File: src/rtl/ctxw_pkg.sv
// Package: shared request-operation encoding for the context window allocator.
// Assumes: one operation is performed per clock cycle.
package ctxw_pkg;
    typedef enum logic [2:0] {
        OP_NONE  = 3'd0,
        OP_CALL  = 3'd1,
        OP_IRQ   = 3'd2,
        OP_RCALL = 3'd3,
        OP_RIRQ  = 3'd4
    } ctxw_op_e;
endpackage

File: src/rtl/ctxw_arbiter.sv
// Module: picks the single operation performed this cycle and holds a call
// that coincided with an accepted interrupt entry until the next cycle.
// Assumes: the caller presents at most one of call/ret_call/ret_irq at once.
module ctxw_arbiter
    import ctxw_pkg::*;
(
    input  logic     clk,
    input  logic     rst_n,
    input  logic     call_req,
    input  logic     ret_call,
    input  logic     irq_req,
    input  logic     ret_irq,
    input  logic     in_irq,
    output ctxw_op_e op
);
    logic held_q;

    // Priority selection: held call, interrupt entry, returns, new call.
    always_comb begin
        if (held_q)                  op = OP_CALL;
        else if (irq_req && !in_irq) op = OP_IRQ;
        else if (ret_irq)            op = OP_RIRQ;
        else if (ret_call)           op = OP_RCALL;
        else if (call_req)           op = OP_CALL;
        else                         op = OP_NONE;
    end

    // Hold register for a call that lost to a same-cycle interrupt entry.
    always_ff @(posedge clk) begin
        if (!rst_n) held_q <= 1'b0;
        else        held_q <= (op == OP_IRQ) && call_req;
    end
endmodule

File: src/rtl/ctxw_pointers.sv
// Module: the two region pointers, collision trap and underflow flag.
// bot_top is the topmost call window of the bottom region (0 = base only).
// irq_next is the next free window of the top region (NUM_WIN-1 = empty).
// Assumes: NUM_WIN >= 4.
module ctxw_pointers
    import ctxw_pkg::*;
#(
    parameter int NUM_WIN = 16,
    localparam int WW     = $clog2(NUM_WIN)
) (
    input  logic          clk,
    input  logic          rst_n,
    input  ctxw_op_e      op,
    input  logic          trap_ack,
    output logic [WW-1:0] active_win,
    output logic          in_irq,
    output logic          trap,
    output logic          underflow
);
    localparam logic [WW-1:0] TOP_W = WW'(NUM_WIN - 1);

    logic [WW-1:0] bot_top_q, irq_next_q;
    logic          has_room, isr_calls, trap_set;

    // Derived state: room between regions, nested ISR calls, active window.
    always_comb begin
        has_room   = bot_top_q < irq_next_q;
        in_irq     = irq_next_q != TOP_W;
        isr_calls  = irq_next_q < (TOP_W - WW'(1));
        active_win = in_irq ? irq_next_q + WW'(1) : bot_top_q;
        trap_set   = ((op == OP_CALL) || (op == OP_IRQ)) && !has_room;
    end

    // Region pointer updates for the selected operation.
    always_ff @(posedge clk) begin
        if (!rst_n) begin
            bot_top_q  <= '0;
            irq_next_q <= TOP_W;
            underflow  <= 1'b0;
        end else begin
            underflow <= 1'b0;
            unique case (op)
                OP_CALL: if (has_room) begin
                    if (in_irq) irq_next_q <= irq_next_q - WW'(1);
                    else        bot_top_q  <= bot_top_q + WW'(1);
                end
                OP_IRQ: if (has_room) irq_next_q <= irq_next_q - WW'(1);
                OP_RCALL: begin
                    if (in_irq) begin
                        if (isr_calls) irq_next_q <= irq_next_q + WW'(1);
                        else           underflow  <= 1'b1;
                    end else begin
                        if (bot_top_q != '0) bot_top_q <= bot_top_q - WW'(1);
                        else                 underflow <= 1'b1;
                    end
                end
                OP_RIRQ: begin
                    if (in_irq) irq_next_q <= TOP_W;
                    else        underflow  <= 1'b1;
                end
                default: ;
            endcase
        end
    end

    // Sticky trap: a new cause wins over an acknowledge.
    always_ff @(posedge clk) begin
        if (!rst_n)        trap <= 1'b0;
        else if (trap_set) trap <= 1'b1;
        else if (trap_ack) trap <= 1'b0;
    end
endmodule

File: src/rtl/ctxw_addr.sv
// Module: maps the active window and a register index to RAM addresses.
// Assumes: REGS >= 2; a power-of-two REGS uses plain concatenation.
module ctxw_addr #(
    parameter int NUM_WIN = 16,
    parameter int REGS    = 8,
    localparam int WW     = $clog2(NUM_WIN),
    localparam int RW     = $clog2(REGS),
    localparam int AW     = $clog2(NUM_WIN * REGS)
) (
    input  logic [WW-1:0] active_win,
    input  logic [RW-1:0] reg_idx,
    output logic [AW-1:0] win_base,
    output logic [AW-1:0] reg_addr
);
    generate
        if ((1 << RW) == REGS) begin : g_pow2
            // Power-of-two window size: base is the index shifted up.
            always_comb begin
                win_base = AW'({active_win, {RW{1'b0}}});
                reg_addr = AW'({active_win, reg_idx});
            end
        end else begin : g_mul
            // Other window sizes: multiply and add.
            always_comb begin
                win_base = AW'(active_win) * AW'(REGS);
                reg_addr = win_base + AW'(reg_idx);
            end
        end
    endgenerate
endmodule

File: src/rtl/ctxw_alloc.sv
// Module: top of the dual-ended context window allocator. Calls grow from the
// bottom of the window pool, interrupt entry and its calls grow from the top.
// Assumes: synchronous active-low reset; request inputs follow R13.
module ctxw_alloc
    import ctxw_pkg::*;
#(
    parameter int NUM_WIN = 16,
    parameter int REGS    = 8,
    localparam int WW     = $clog2(NUM_WIN),
    localparam int RW     = $clog2(REGS),
    localparam int AW     = $clog2(NUM_WIN * REGS)
) (
    input  logic          clk,
    input  logic          rst_n,
    input  logic          call_req,
    input  logic          ret_call,
    input  logic          irq_req,
    input  logic          ret_irq,
    input  logic          trap_ack,
    input  logic [RW-1:0] reg_idx,
    output logic [WW-1:0] active_win,
    output logic [AW-1:0] win_base,
    output logic [AW-1:0] reg_addr,
    output logic          in_irq,
    output logic          trap,
    output logic          underflow
);
    ctxw_op_e op;

    ctxw_arbiter u_arb (
        .clk(clk), .rst_n(rst_n), .call_req(call_req), .ret_call(ret_call),
        .irq_req(irq_req), .ret_irq(ret_irq), .in_irq(in_irq), .op(op)
    );

    ctxw_pointers #(.NUM_WIN(NUM_WIN)) u_ptr (
        .clk(clk), .rst_n(rst_n), .op(op), .trap_ack(trap_ack),
        .active_win(active_win), .in_irq(in_irq), .trap(trap),
        .underflow(underflow)
    );

    ctxw_addr #(.NUM_WIN(NUM_WIN), .REGS(REGS)) u_addr (
        .active_win(active_win), .reg_idx(reg_idx),
        .win_base(win_base), .reg_addr(reg_addr)
    );
endmodule

File: config.mk
export PLATFORM = sky130hd
export DESIGN_NAME = ctxw_alloc
export DESIGN_NICKNAME = d
export VERILOG_FILES = /design/src/rtl/ctxw_pkg.sv /design/src/rtl/ctxw_arbiter.sv /design/src/rtl/ctxw_pointers.sv /design/src/rtl/ctxw_addr.sv /design/src/rtl/ctxw_alloc.sv
export SDC_FILE = /design/constraint.sdc
export NUM_CORES = 1
export LEC_CHECK = 0
export BUFFER_PORTS_ARGS = -buffer_cell sky130_fd_sc_hd__buf_2
export CAP_MARGIN = 40
export CORE_MARGIN = 10
export CORE_UTILIZATION = 55
export CTS_BUF_LIST = sky130_fd_sc_hd__clkbuf_16
export CTS_CLUSTER_DIAMETER = 40
export DETAILED_ROUTE_END_ITERATION = 8
export PLACE_DENSITY = 0.84
export SKIP_CTS_REPAIR_TIMING = 1
export SYNTH_ARGS = -nofsm -noshare
export SYNTH_HDL_FRONTEND = slang
export SYNTH_SLANG_ARGS = --single-unit
File: constraint.sdc
create_clock -name clk -period 6.85 [get_ports clk]
set_clock_uncertainty 0.15 [all_clocks]
set_input_delay 0.685 -clock clk [delete_from_list [all_inputs] [get_ports clk]]
set_output_delay 0.685 -clock clk [all_outputs]
set_load 0.02 [all_outputs]
After elaboration in Yosys (flattened, before gate mapping)
Cells that the tools add are included.
Operators by class
  reduce and logical (&&, ||, !) cells: 12
  mux-type cells: 25
  order comparisons: 2
  equality and inequality tests: 14
  add/sub/neg operators: 4
Operators with widths (number)
  $mux W4: 11
  $pmux W4 S4: 1
  $mux W3: 4
  $ne A2 B2 Y1 const B: 5
  $add A4 B1 Y4 const B: 2
  $ne A2 B1 Y1 const B: 4
  $pmux W4 S2: 1
  $reduce_bool A4 Y1: 2
  $sub A4 B1 Y4 const B: 2
  $mux W1: 7
  $reduce_and A7 Y1: 1
  $eq A3 B2 Y1 const B: 2
  $reduce_and A5 Y1: 1
  $lt A4 B4 Y1: 1
  $lt A4 B4 Y1 const B: 1
  $ne A4 B4 Y1 const B: 1
  $reduce_bool A2 Y1: 2
  $eq A3 B1 Y1 const B: 1
  $eq A3 B3 Y1 const B: 1
  $logic_and A1 B1 Y1: 3
  $logic_not A1 Y1: 2
  $pmux W1 S2: 1
  $logic_or A1 B1 Y1: 1
Word-level totals
  register bits: 11
  input port bits: 10
  logic and storage cells: 62

Logic depth before layout (Yosys ltp)
  depth in word-level cells: 9
  depth in mapped cells: 11
  depth with buffers taken out: 10

Cells and area by module
A second synthesis with hierarchy kept.
Unflattened totals
  cells, all modules: 136
  area total of the unflattened synthesis: 1071.0 µm²
By module, submodules not included
  ctxw_pointers: times used 1, area an instance 875.8 µm², cells an instance 110
  ctxw_addr: times used 1, area an instance 108.9 µm², cells an instance 15
  ctxw_arbiter: times used 1, area an instance 86.3 µm², cells an instance 11

Least setup slack after synthesis
Ideal clock, no wire load.
  path kind: register to output
  from: register u_ptr.irq_next_q[0]
  to: output reg_addr[4]
  slack: 3799 ps
  stages on the path, launching flop included: 7
  buffers on the path: 2
  arrival time: 2216 ps
  cells stage by stage: dfxtp_1 ha_1 buf_2 and3_2 clkinv_1 o21ai_0 buf_4
On the way
  cells in the longest elaborated chain, start to end: 2
RTL lines
  from (decl): line ctxw_pointers.sv:22  | logic [WW-1:0] bot_top_q, irq_next_q;
  from (signal assigned): line ctxw_pointers.sv:44  | if (in_irq) irq_next_q <= irq_next_q - WW'(1);
  from (signal assigned): line ctxw_pointers.sv:47  | OP_IRQ: if (has_room) irq_next_q <= irq_next_q - WW'(1);
  from (signal assigned): line ctxw_pointers.sv:50  | if (isr_calls) irq_next_q <= irq_next_q + WW'(1);
  $ne A4 B4 Y1: line ctxw_pointers.sv:28  | in_irq = irq_next_q != TOP_W;
  named net in_irq: line ctxw_alloc.sv:24  | output logic in_irq,
  $mux W4: line ctxw_pointers.sv:30  | active_win = in_irq ? irq_next_q + WW'(1) : bot_top_q;
  to (decl): line ctxw_alloc.sv:23  | output logic [AW-1:0] reg_addr,
The timed path passes the listed nets, and every way through them passes these cells.

Worst setup path after layout
  from: register u_ptr.irq_next_q[0]
  to: register u_ptr.bot_top_q[3]
On the way
  cells in the longest elaborated chain, start to end: 8
RTL lines
  $ne A4 B4 Y1: line ctxw_pointers.sv:28
  $logic_not A1 Y1: line ctxw_arbiter.sv:21  | else if (irq_req && !in_irq) op = OP_IRQ;
  $logic_and A1 B1 Y1: line ctxw_arbiter.sv:21
  $mux W3: line ctxw_arbiter.sv:21
  $mux W3: line ctxw_arbiter.sv:20  | if (held_q) op = OP_CALL;
  $eq A3 B2 Y1 / $eq A3 B1 Y1 (equally long branches): line ctxw_pointers.sv:42  | unique case (op)
  $ne A2 B1 Y1 (no source line), or another cell as far along
  $reduce_and A5 Y1 (no source line)
  to (signal assigned): line ctxw_pointers.sv:45  | else bot_top_q <= bot_top_q + WW'(1);
  to (signal assigned): line ctxw_pointers.sv:53  | if (bot_top_q != '0) bot_top_q <= bot_top_q - WW'(1);
  to (decl): line ctxw_pointers.sv:22
Several ways; a longest one is shown, not always the timed one.
A chain may end at the register's enable or synchronous reset.

==> out/summary.log <==
qor: power_and_ir_drop.total_power 0.587 mW
qor: route.routed_via_density 6.07
qor: route.drt.antenna.violating_nets 0
qor: global_route.grt_util_all_layers 14.1%
qor: yosys.number_of_flops_mapped_to_enable_cells_by_yosys 0
qor: setup_path.crit_path_max_fanout 11
qor: finish.final_nets 169
qor: setup_path.cp.arrival 3140 ps
qor: global_route.maximum_number_of_pins_on_one_net_before_global_route_repair 17
qor: setup_path.timing.critical_path.cells ha_1, nand4_1, nand2_1, inv_1, ha_1, a21o_1, a21oi_1, xnor2_1, a211oi_1, mux2i_1
qor: sta.max_slew_margin 64.6%
qor: yosys.synth_top_flop_cell sky130_fd_sc_hd__dfxtp_1
qor: yosys.synth_warnings 0
qor: power_and_ir_drop.power_density 502 mW/mm2
qor: worst_hold_path.min_path_cells 2
qor: clocking.cts_max_path_buffers 2
qor: yosys.post_synth.cell_area_avg 7.52 um2
qor: sta.period_share 45.6%
qor: place.place_inst 171
qor: clocking.cts-root-buf sky130_fd_sc_hd__clkbuf_16
qor: sta.period_needed 3120 ps
qor: place.gpl.final_weighted_congestion 0.946
qor: finish.antenna_cells 0
qor: yosys.post-synth-top-area-cell sky130_fd_sc_hd__dfxtp_1
qor: route.detailedRoute.firstIterationViolations 111
qor: setup_path.timing.critical_path.from_type flop
qor: route.route.final.wire_length 2940 um
qor: power_and_ir_drop.cellInternalPower 0.285 mW
qor: sta.report.final.hold_viol_count 0
qor: run_status.outcome finished clean
qor: finish.syn_to_final_growth 8.60%
qor: floorplan.die_height 64.2 um
qor: global_route.grt_pass1_wl 4890 um
qor: sta.rsz0062_at_grt false
qor: place.port_buffers 21
qor: yosys.synth.distinct_cells 42
qor: power_and_ir_drop.comb_power_share 64.4%
qor: yosys.fraction_of_synthesized_cell_area_taken_by_the_top_area_cell_type 20.5%
qor: yosys.synth-seq-cells 11
qor: setup_path.crit_required 6860 ps
qor: route.vias 1062
qor: yosys.synth_top_cells_by_area sky130_fd_sc_hd__dfxtp_1 (20%), sky130_fd_sc_hd__buf_4 (9.8%), sky130_fd_sc_hd__ha_1 (8.1%)
qor: setup_path.timing.critical_path.buf_inv 1
qor: floorplan.std_cell_rows 15
qor: sta.finalSetupViolCount 0
qor: setup_path.worst_path_depth 10
qor: finish.most_used_cells_in_the_layout_excluding_fill_and_tap_cells sky130_fd_sc_hd__buf_2 (21), sky130_fd_sc_hd__nand2_1 (19), sky130_fd_sc_hd__inv_1 (11), sky130_fd_sc_hd__dfxtp_1 (11), sky130_fd_sc_hd__a21oi_1 (9)
qor: setup_path.end_kind flop
qor: worst_hold_path.hp-class flop to flop
qor: yosys.synthArstFlopShare 0%
qor: yosys.synthesis.area 0.00108 mm2
qor: finish.mostFrequentLayoutCell sky130_fd_sc_hd__buf_2
qor: yosys.netlist_instances 143
qor: sta.drv_slew 0
qor: finish.finish.utilization 65.5%
qor: global_route.grt_pass1_vias 1011
qor: power_and_ir_drop.power.leakage 0.587 nW
qor: global_route.antenna_found_initial 0
qor: route.drt-wirelength-per-cell 16.8 um
qor: power_and_ir_drop.power.share.sequential 17.3%
qor: floorplan.ioPinCount 31
qor: setup_path.worst_r2r_path_depth 10
qor: power_and_ir_drop.switching_share 51.5%
qor: floorplan.dieArea 0.00413 mm2
qor: sta.maxClockFrequency 320 MHz
qor: global_route.grt.overflow.total 0
qor: sta.setup_tns 0 ps
qor: finish.final.fill_count 156
qor: setup_path.timing.critical_path.max_delay_family adder cells
qor: clocking.clkSinkCount 11
qor: power_and_ir_drop.vdd_drop_max 0.286 mV
qor: yosys.sequential_cell_area_fraction_in_the_yosys_report 20.5%
qor: sta.worst_slew_pin_slew 531 ps
qor: clocking.h-tree-depth 1
qor: floorplan.floorplan.core_area 0.00178 mm2
qor: route.firstDrtPassIters 4
qor: finish.layout-drive-gt1-share 20.0%
qor: clocking.tritoncts_clock_tree yes
qor: setup_path.dominant_cell_type_by_count_on_the_critical_path sky130_fd_sc_hd__ha_1
qor: finish.count_of_placed_standard_cells_in_the_final_layout_fillers_left_out 175
qor: clocking.clock_latency 240 ps
qor: power_and_ir_drop.power.net_switching 0.302 mW
qor: floorplan.die-width 64.2 um
qor: clocking.path_clk_slew 40 ps
qor: setup_path.worstSetupPathType flop to flop
qor: route.drt_drc_violations_left 0
qor: clocking.cts_buffers 3
qor: flow_run.maxCapViolations 0
qor: floorplan.start_util 60.4%
qor: setup_path.slowest_delay 490 ps
qor: power_and_ir_drop.clkPwrFrac 18.3%
qor: place.detailed_place_hpwl 2110 um
qor: setup_path.critical-path-slowest-cell sky130_fd_sc_hd__dfxtp_1
-- through the flow --
step                      instance area [um2]  hold WS (ps)  setup slack, ps
after detailed placement                 1090           366             3790
after global placement                   1090           349             3890
after CTS                                1170           373             3790
after global routing                     1170           405             3540
final                                    1170           372             3730
after floorplan                          1080           317             3800
-- synth_stat cells (2+ instances only) --
| cell type | instances |
|---|---|
| sky130_fd_sc_hd__nand2_1 | 19 |
| sky130_fd_sc_hd__buf_4 | 14 |
| sky130_fd_sc_hd__dfxtp_1 | 11 |
| sky130_fd_sc_hd__inv_1 | 10 |
| sky130_fd_sc_hd__a21oi_1 | 9 |
| sky130_fd_sc_hd__ha_1 | 7 |
| sky130_fd_sc_hd__nor2_1 | 7 |
| sky130_fd_sc_hd__nor3_1 | 7 |
| sky130_fd_sc_hd__mux2i_1 | 6 |
| sky130_fd_sc_hd__nand3_1 | 5 |
| sky130_fd_sc_hd__clkbuf_1 | 4 |
| sky130_fd_sc_hd__nand2b_1 | 3 |
| sky130_fd_sc_hd__o21ai_0 | 3 |
| sky130_fd_sc_hd__o22ai_1 | 3 |
| sky130_fd_sc_hd__a211oi_1 | 2 |
| sky130_fd_sc_hd__and2_1 | 2 |
| sky130_fd_sc_hd__and3_1 | 2 |
| sky130_fd_sc_hd__and3_2 | 2 |
| sky130_fd_sc_hd__buf_2 | 2 |
| sky130_fd_sc_hd__or4_1 | 2 |
| sky130_fd_sc_hd__xnor2_1 | 2 |
-- power by group through the flow --
stage | sequential (mW) | combinational (mW) | clock (mW)
2_1_floorplan | 0.0929 | 0.328 | 0
3_3_place_gp | 0.0988 | 0.368 | 0
3_5_place_dp | 0.100 | 0.371 | 0
4_1_cts | 0.100 | 0.376 | 0.108
5_1_grt | 0.103 | 0.408 | 0.114
6_report | 0.102 | 0.378 | 0.107
-- registers in the layout, summed over array words and instances, names as in the netlist --
name / cells
u_ptr.bot_top_q: 4
u_ptr.underflow: 1
u_ptr.irq_next_q: 4
u_ptr.trap: 1
u_arb.held_q: 1
-- routing by layer --
metal / vias up / part of all wire [%] / global-route usage [%]
li1: 503 / - / -
met1: 458 / 40 / 17.8
met2: 87 / 45 / 21.8
met3: 14 / 13 / 4.88
met4: 0 / 1.9 / 4.81
met5: - / 0 / 0
-- kinds of logic after synthesis --
group           after synthesis  share of synthesized area (%)
buf+inv                      31                           15.9
fa+ha+maj                     8                           10.0
compound gates               29                           20.6
mux                           6                           5.58
flops                        11                           20.5
xor+xnor                      2                           1.63
simple gates                 55                           25.5
other cells                   1                          0.349
-- tightest hold or removal path: stages, from the launching register on --
cell                      delay, ps
sky130_fd_sc_hd__dfxtp_1        340
sky130_fd_sc_hd__nand2_1         70
sky130_fd_sc_hd__mux2i_1         60
-- final timing paths --
path                       start            endpoint  slack (ps)
max          u_ptr.irq_next_q[0]  u_ptr.bot_top_q[3]        3730
min           u_ptr.bot_top_q[3]  u_ptr.bot_top_q[3]         370
max reg2reg  u_ptr.irq_next_q[0]  u_ptr.bot_top_q[3]        3730
min reg2reg   u_ptr.bot_top_q[3]  u_ptr.bot_top_q[3]         370
-- final cells by class --
class                           count  area (um2)  area share (%)
Inverter                           11        41.3            3.53
Multi-Input combinational cell    103         692            59.2
Timing Repair Buffer               21         105            8.99
Clock inverter                      1        3.75           0.321
Sequential cell                    11         220            18.8
Clock buffer                        3        75.1            6.42
Tap cell                           25        31.3            2.68
Note: power is estimated with default switching activity, not from simulation.
